`src/rtl/xts_pkg.sv`:
```
package xts_pkg;
  typedef enum logic [3:0] {
    S_IDLE, S_INIT, S_PICK, S_REQ, S_WAIT, S_EVAL, S_UPD, S_DONE, S_TOUT
  } xts_state_e;
endpackage

```
`src/rtl/xts_lfsr.sv`:
```
module xts_lfsr #(
  parameter int unsigned W = 8,
  parameter logic [W-1:0] TAPS = 8'hB8,
  parameter logic [W-1:0] SEED = 8'h5A
) (
  input  logic         clk,
  input  logic         rst_n,
  output logic [W-1:0] state
);
  logic [W-1:0] s_q;

  always_ff @(posedge clk) begin
    if (!rst_n) s_q <= SEED;
    else        s_q <= (s_q >> 1) ^ (s_q[0] ? TAPS : '0);
  end

  assign state = s_q;

  p_lfsr_nonzero_r2: assert property (@(posedge clk) disable iff (!rst_n)
    s_q != '0);
endmodule

```
`src/rtl/xts_pick.sv`:
```
module xts_pick #(
  parameter int unsigned N_PAT = 4,
  parameter int unsigned IDX_W = 2
) (
  input  logic [IDX_W-1:0] draw,
  input  logic [N_PAT-1:0] excl,
  output logic             accept
);
  localparam int unsigned SPAN = 2 ** IDX_W;
  logic [SPAN-1:0] excl_ext;
  logic            in_range;

  assign excl_ext = SPAN'(excl);
  assign in_range = ({1'b0, draw} < (IDX_W + 1)'(N_PAT));
  assign accept   = in_range && !excl_ext[draw];
endmodule

```
`src/rtl/xts_rowdrv.sv`:
```
module xts_rowdrv #(
  parameter int unsigned N_BITS = 8,
  parameter int unsigned COL_W  = 3
) (
  input  logic [N_BITS-1:0] pat,
  input  logic              neg,
  input  logic              arr,
  input  logic [COL_W-1:0]  col,
  output logic [N_BITS-1:0] rows,
  output logic [N_BITS-1:0] col_gnd
);
  for (genvar i = 0; i < N_BITS; i++) begin : g_bit
    assign rows[i]    = pat[i] ^ neg ^ arr;
    assign col_gnd[i] = (col == COL_W'(i));
  end
endmodule

```
`src/rtl/xbar_train_seq.sv`:
```
module xbar_train_seq
  import xts_pkg::*;
#(
  parameter int unsigned N_BITS = 8,
  parameter int unsigned N_PAT  = 4,
  parameter int unsigned ITER_W = 12,
  parameter int unsigned LFSR_W = 8,
  parameter logic [LFSR_W-1:0] LFSR_TAPS = 8'hB8,
  parameter logic [LFSR_W-1:0] LFSR_SEED = 8'h5A,
  localparam int unsigned IDX_W = (N_PAT > 1) ? $clog2(N_PAT) : 1,
  localparam int unsigned COL_W = (N_BITS > 1) ? $clog2(N_BITS) : 1,
  localparam int unsigned CNT_W = $clog2(N_PAT + 1)
) (
  input  logic                    clk,
  input  logic                    rst_n,
  input  logic                    start,
  input  logic [ITER_W-1:0]       iter_limit,
  input  logic [N_PAT*N_BITS-1:0] pat_table,
  output logic                    init_valid,
  input  logic                    init_ready,
  output logic                    rc_valid,
  input  logic                    rc_ready,
  output logic [N_BITS-1:0]       rc_pat,
  input  logic                    res_valid,
  output logic                    res_ready,
  input  logic [N_BITS-1:0]       res_nz,
  input  logic [N_BITS-1:0]       res_neg,
  output logic                    upd_valid,
  input  logic                    upd_ready,
  output logic                    upd_array,
  output logic [N_BITS-1:0]       upd_col_gnd,
  output logic [N_BITS-1:0]       upd_rows,
  output logic [CNT_W-1:0]        streak,
  output logic                    done,
  output logic                    timeout
);
  xts_state_e        state_q;
  logic [ITER_W-1:0] iter_q;
  logic [CNT_W-1:0]  streak_q;
  logic [N_PAT-1:0]  mask_q;
  logic [IDX_W-1:0]  idx_q;
  logic [N_BITS-1:0] pat_q, nz_q, neg_q;
  logic [COL_W-1:0]  col_q;
  logic              arr_q;

  logic [LFSR_W-1:0] lfsr_s;
  logic [IDX_W-1:0]  draw;
  logic              accept;
  logic [CNT_W-1:0]  streak_inc;
  logic              at_limit, last_col;

  xts_lfsr #(.W(LFSR_W), .TAPS(LFSR_TAPS), .SEED(LFSR_SEED)) u_lfsr (
    .clk(clk), .rst_n(rst_n), .state(lfsr_s)
  );

  assign draw = lfsr_s[IDX_W-1:0];

  xts_pick #(.N_PAT(N_PAT), .IDX_W(IDX_W)) u_pick (
    .draw(draw), .excl(mask_q), .accept(accept)
  );

  xts_rowdrv #(.N_BITS(N_BITS), .COL_W(COL_W)) u_drv (
    .pat(pat_q), .neg(neg_q[col_q]), .arr(arr_q), .col(col_q),
    .rows(upd_rows), .col_gnd(upd_col_gnd)
  );

  assign streak_inc = streak_q + CNT_W'(1);
  assign at_limit   = (iter_q >= iter_limit);
  assign last_col   = (col_q == COL_W'(N_BITS - 1));

  always_ff @(posedge clk) begin
    if (!rst_n) begin
      state_q  <= S_IDLE;
      iter_q   <= '0;
      streak_q <= '0;
      mask_q   <= '0;
      idx_q    <= '0;
      pat_q    <= '0;
      nz_q     <= '0;
      neg_q    <= '0;
      col_q    <= '0;
      arr_q    <= 1'b0;
    end else begin
      unique case (state_q)
        S_IDLE, S_DONE, S_TOUT: begin
          if (start) begin
            state_q  <= S_INIT;
            iter_q   <= '0;
            streak_q <= '0;
            mask_q   <= '0;
          end
        end
        S_INIT: if (init_ready) state_q <= S_PICK;
        S_PICK: begin
          if (accept) begin
            idx_q   <= draw;
            pat_q   <= pat_table[draw*N_BITS +: N_BITS];
            iter_q  <= iter_q + ITER_W'(1);
            state_q <= S_REQ;
          end
        end
        S_REQ: if (rc_ready) state_q <= S_WAIT;
        S_WAIT: begin
          if (res_valid) begin
            nz_q    <= res_nz;
            neg_q   <= res_neg;
            state_q <= S_EVAL;
          end
        end
        S_EVAL: begin
          if (nz_q == '0) begin
            streak_q      <= streak_inc;
            mask_q[idx_q] <= 1'b1;
            if (streak_inc == CNT_W'(N_PAT)) state_q <= S_DONE;
            else if (at_limit)               state_q <= S_TOUT;
            else                             state_q <= S_PICK;
          end else begin
            streak_q <= '0;
            mask_q   <= '0;
            col_q    <= '0;
            arr_q    <= ~iter_q[0];
            state_q  <= at_limit ? S_TOUT : S_UPD;
          end
        end
        S_UPD: begin
          if (!nz_q[col_q] || upd_ready) begin
            if (last_col) state_q <= S_PICK;
            else          col_q   <= col_q + COL_W'(1);
          end
        end
        default: state_q <= S_IDLE;
      endcase
    end
  end

  assign init_valid = (state_q == S_INIT);
  assign rc_valid   = (state_q == S_REQ);
  assign res_ready  = (state_q == S_WAIT);
  assign upd_valid  = (state_q == S_UPD) && nz_q[col_q];
  assign upd_array  = arr_q;
  assign rc_pat     = pat_q;
  assign streak     = streak_q;
  assign done       = (state_q == S_DONE);
  assign timeout    = (state_q == S_TOUT);

  p_one_exchange_r12: assert property (@(posedge clk) disable iff (!rst_n)
    $onehot0({init_valid, rc_valid, res_ready, upd_valid}));

  p_rc_hold_r3: assert property (@(posedge clk) disable iff (!rst_n)
    rc_valid && !rc_ready |=> rc_valid && $stable(rc_pat));

  p_upd_hold_r10: assert property (@(posedge clk) disable iff (!rst_n)
    upd_valid && !upd_ready |=> upd_valid && $stable(upd_rows)
      && $stable(upd_col_gnd) && $stable(upd_array));

  p_col_onehot_r8: assert property (@(posedge clk) disable iff (!rst_n)
    upd_valid |-> $countones(upd_col_gnd) == 1);

  p_no_repeat_r2: assert property (@(posedge clk) disable iff (!rst_n)
    $rose(rc_valid) |-> !mask_q[idx_q]);

  p_streak_bound_r4: assert property (@(posedge clk) disable iff (!rst_n)
    streak_q <= CNT_W'(N_PAT));

  p_done_full_r6: assert property (@(posedge clk) disable iff (!rst_n)
    done |-> streak_q == CNT_W'(N_PAT));

  p_not_both_r11: assert property (@(posedge clk) disable iff (!rst_n)
    !(done && timeout));
endmodule

```
`config.mk`:
```
export PLATFORM = sky130hd
export DESIGN_NAME = xbar_train_seq
export DESIGN_NICKNAME = d
export VERILOG_FILES = /design/src/rtl/xts_pkg.sv /design/src/rtl/xts_lfsr.sv /design/src/rtl/xts_pick.sv /design/src/rtl/xts_rowdrv.sv /design/src/rtl/xbar_train_seq.sv
export SDC_FILE = /design/constraint.sdc
export NUM_CORES = 1
export LEC_CHECK = 0
export BUFFER_PORTS_ARGS = -buffer_cell sky130_fd_sc_hd__buf_4
export CORE_MARGIN = 4
export CORE_UTILIZATION = 40
export CTS_CLUSTER_DIAMETER = 120
export DETAILED_ROUTE_END_ITERATION = 6
export GPL_TIMING_DRIVEN = 0
export HOLD_SLACK_MARGIN = 0.12
export SYNTH_ARGS = -nofsm -noshare
export SYNTH_HDL_FRONTEND = slang
export SYNTH_SLANG_ARGS = --single-unit
```
`constraint.sdc`:
```
create_clock -name clk -period 6.57 [get_ports clk]
set_clock_uncertainty 0.2 [all_clocks]
set_input_delay 0.9855 -clock clk [delete_from_list [all_inputs] [get_ports clk]]
set_output_delay 0.9855 -clock clk [all_outputs]
set_load 0.01 [all_outputs]
```
==> out/summary.txt <==
CLOCKING
--------------------------------------------------------------------------------------------------
CTS H-tree lvls                                                                                  3
CTS tree                                                                                      done
CTS root buf                                                                              clkbuf_8
Clock transition time at the flip-flop clock pins of the worst setup and hold paths        0.06 ns
Maximum buffer depth of the clock tree                                                           2
TritonCTS sink count                                                                            61
Clock latency reported for the late side of the worst-skew pair                            0.34 ns
Post-CTS resize count                                                                            0
Setup bufs post-CTS                                                                              0
Hold buffers post-CTS                                                                            0
Clock buffer count from CTS                                                                      9

FLOORPLAN
--------------------------------------------------------------------------------------------------
Count of boundary I/O pins                                                                     101
Overall die height                                                                        103.2 µm
Effective utilization at floorplan                                                          0.4133
Core region area                                                                          8763 µm²
Floorplan die area                                                                       10640 µm²
Std cell rows                                                                                   34
Die Span X                                                                                103.2 µm

STA
--------------------------------------------------------------------------------------------------
Slew HR                                                                                     0.5406
Transition at the pin with the smallest max-transition slack                             0.6891 ns
Final Max Slew Viols                                                                             0
Fin. Hold Viols                                                                                  0
Total Neg Setup Slack                                                                         0 ns
Top achievable clock speed                                                              0.2767 GHz
Final Setup Violations                                                                           0
RSZ-0062 raised after global routing                                                            no
Final critical-path share of the clock period                                               0.5501
Shortest period the worst path allows                                                     3.614 ns
Worst setup margin                                                                        2.956 ns

WORST SETUP PATH
--------------------------------------------------------------------------------------------------
Critical path's slowest cell                                                              clkbuf_1
Endpoint of the lowest-slack register-to-register path                                  state_q[2]
Kind of end point of the critical path                                                  output pin
Type of element launching the critical path                                                   flop
Sequence of cells on the critical path                                                clkbuf_1 > mux4_2 > mux2i_1 > xnor2_2 > xor2_1 > buf_4
Start of the worst register-to-register path                                             iter_q[0]
Required arrival time at the worst endpoint                                                5.38 ns
Largest driver fanout on the critical path                                                       8
Kind of cell with the highest combined delay on the critical path                     multiplexers
Number of cells on the worst reg-to-reg path                                                     8
Combined buffer and inverter count along the critical path                                       2
Type of the worst setup path                                                          flop to output pin
Critical Path Max Stage Delay                                                              0.40 ns
Worst R2R Setup Slack                                                                      4.04 ns
CP arrival                                                                                 2.43 ns

DRT
--------------------------------------------------------------------------------------------------
Highest routed metal layer                                                                    met4
ANT nets after route                                                                             0
Detailed Routing Iterations Pass 1                                                               4
Post-DR vias/cell                                                                            5.031
Met2 Routed Length                                                                         4392 µm
Total Wirelength                                                                           8537 µm
Total DRC errors in the routed layout                                                            0
Met3 wire length                                                                            384 µm
DR iter-0 viols                                                                                 52
Average wire per standard cell                                                            13.88 µm
Total via count after detailed routing                                                        3094
Length of routed wiring on met1                                                            3665 µm

GRT
--------------------------------------------------------------------------------------------------
Maximum number of pins on one net before global-route repair                                    11
Total track usage                                                                           0.1642
Global-route wire length before repair                                                    13730 µm
Vias in the first global route                                                                2982
Total global routing overflow                                                                    0
Number of antenna violations at the first check in global routing                                0

PWR
--------------------------------------------------------------------------------------------------
Peak supply drop                                                                         0.1165 mV
Areal power density over the cells                                                    213.4 nW/µm²
Static Leak                                                                               2.083 nW

PLACE
--------------------------------------------------------------------------------------------------
Routability congestion estimate                                                             0.8410
Half-perimeter wire length after placement                                                 6825 µm
Pre-CTS worst setup slack                                                                 3.252 ns
Number of input and output port buffers inserted                                                98
Dpl cells                                                                                      599
Area post-placement                                                                       4493 µm²

LAYOUT
--------------------------------------------------------------------------------------------------
Final Non-Filler Cells                                                                         615
Layout Area Growth over Synthesis                                                           28.95%
Final Core Density                                                                          0.5330
Proportion of layout cells with a drive suffix above 1                                      0.2880
Net count, final                                                                               590
Antenna diode instance count                                                                     0
Number of filler instances in the final layout                                                 856
Post-route cell area                                                                      4671 µm²
Most common library cell in the layout ignoring fill and taps                                buf_4
Commonest cells after routing, fill and taps aside                                    102 x buf_4, 61 x dfxtp_1, 30 x nand2_1

WORST HOLD PATH
--------------------------------------------------------------------------------------------------
Start point of the worst min-delay path                                               u_lfsr.state[7]
Hold depth                                                                                       1
Terminating pin of the worst hold path                                                u_lfsr.state[6]
Path class of the lowest-slack min-delay path                                         flop to flop

LOGIC SYNTHESIS
--------------------------------------------------------------------------------------------------
FFs w/ async S/R, synth                                                                          0
Mean Syn Cell Area                                                                       9.217 µm²
YS warnings                                                                                      0
Commonest register cell after synthesis                                                    dfxtp_1
Number of register bits inferred by synthesis                                                   61
Mapped Cells                                                                                   393
Summed instance area of the synthesized netlist                                           3622 µm²
Cell variety after synth                                                                        56
Post-synthesis net count                                                                       481
Post-synth EDFFs                                                                                 0
Proportion of synthesized chip area in sequential cells                                     0.3371

OUTCOME
--------------------------------------------------------------------------------------------------
Result of the run                                                                     complete, no violations

JOB
--------------------------------------------------------------------------------------------------
Total of max-cap violations                                                                      0

[metrics by stage]
step	total power [mW]	hold WS, ns
3_3_place_gp	0.7037	0.1896
6_report	0.9969	0.2157
3_5_place_dp	0.7077	0.2010
4_1_cts	1.010	0.2213
5_1_grt	1.054	0.2394
2_1_floorplan	0.6120	0.1863
[flip-flops by register name, summed over array words and instances, names as in the netlist]
signal and cells:
mask_q 4, neg_q 8, u_lfsr.state 8, idx_q 2, streak 3, iter_q 12
rc_pat 8, nz_q 8, state_q 4, col_q 3, upd_array 1
[per-layer routing]
layer	up-vias	track usage
met2	53	0.2871
met5	-	0
li1	1593	-
met3	7	0.04533
met1	1441	0.1976
met4	0	0.04482
[cells in the mapped netlist (4+ instances only)]
master,instances,area [µm²]
nand3_1,29,145.1
nor2b_1,22,137.6
nand4_1,4,25.02
a21boi_0,18,135.1
xor2_1,13,113.9
and2_1,12,75.07
mux4_2,9,202.7
dfxtp_1,61,1221
nor2_1,21,78.83
clkbuf_1,13,48.80
a21oi_1,9,45.04
ha_1,21,262.8
nor3_1,6,30.03
or3_1,4,25.02
nand2b_1,10,62.56
o21ai_0,13,65.06
mux2i_1,19,190.2
inv_1,19,71.32
xnor2_1,6,52.55
nand2_1,30,112.6
buf_4,4,30.03
[kinds of logic (layout without fill, tap and decap cells)]
group                      after synthesis  count (layout)  synth area share
xor gates and xnor gates                20              20           0.05043
and+or+nand+nor                        157             157            0.2449
buffers and inverters                   43             157           0.05838
DFF                                     61              61            0.3371
AOI/OAI and AO/OA                       61              61            0.1136
muxes                                   30              30            0.1230
adders and majority gates               21              21           0.07254
[area by class of cell]
| type | instances | area, µm² | share of cell area |
|---|---|---|---|
| Sequential cell | 61 | 1221 | 0.2615 |
| Inverter | 20 | 75.07 | 0.01607 |
| Tap cell | 108 | 135.1 | 0.02893 |
| Timing Repair Buffer | 98 | 735.7 | 0.1575 |
| Multi-Input combinational cell | 289 | 2190 | 0.4688 |
| Buffer | 23 | 136.4 | 0.02920 |
| Clock buffer | 12 | 155.1 | 0.03322 |
| Clock inverter | 4 | 22.52 | 0.004822 |
[worst max path at each step]
stage,endpoint,from,depth (start not counted),slack (ns)
detailed placement,upd_rows[6],col_q[1],6,3.25
finish,upd_rows[6],col_q[1],6,2.96
global placement,upd_rows[2],col_q[1],6,3.31
global route,upd_rows[1],col_q[1],6,2.83
CTS,upd_rows[6],col_q[1],6,2.89
floorplan,upd_rows[0],col_q[0],5,3.63
[where the power goes]
group          internal, mW  total [mW]  switching (mW)
combinational         0.149       0.289           0.140
sequential            0.390       0.408          0.0174
clock                 0.156       0.300           0.145
(Power assumes the default switching activity.)
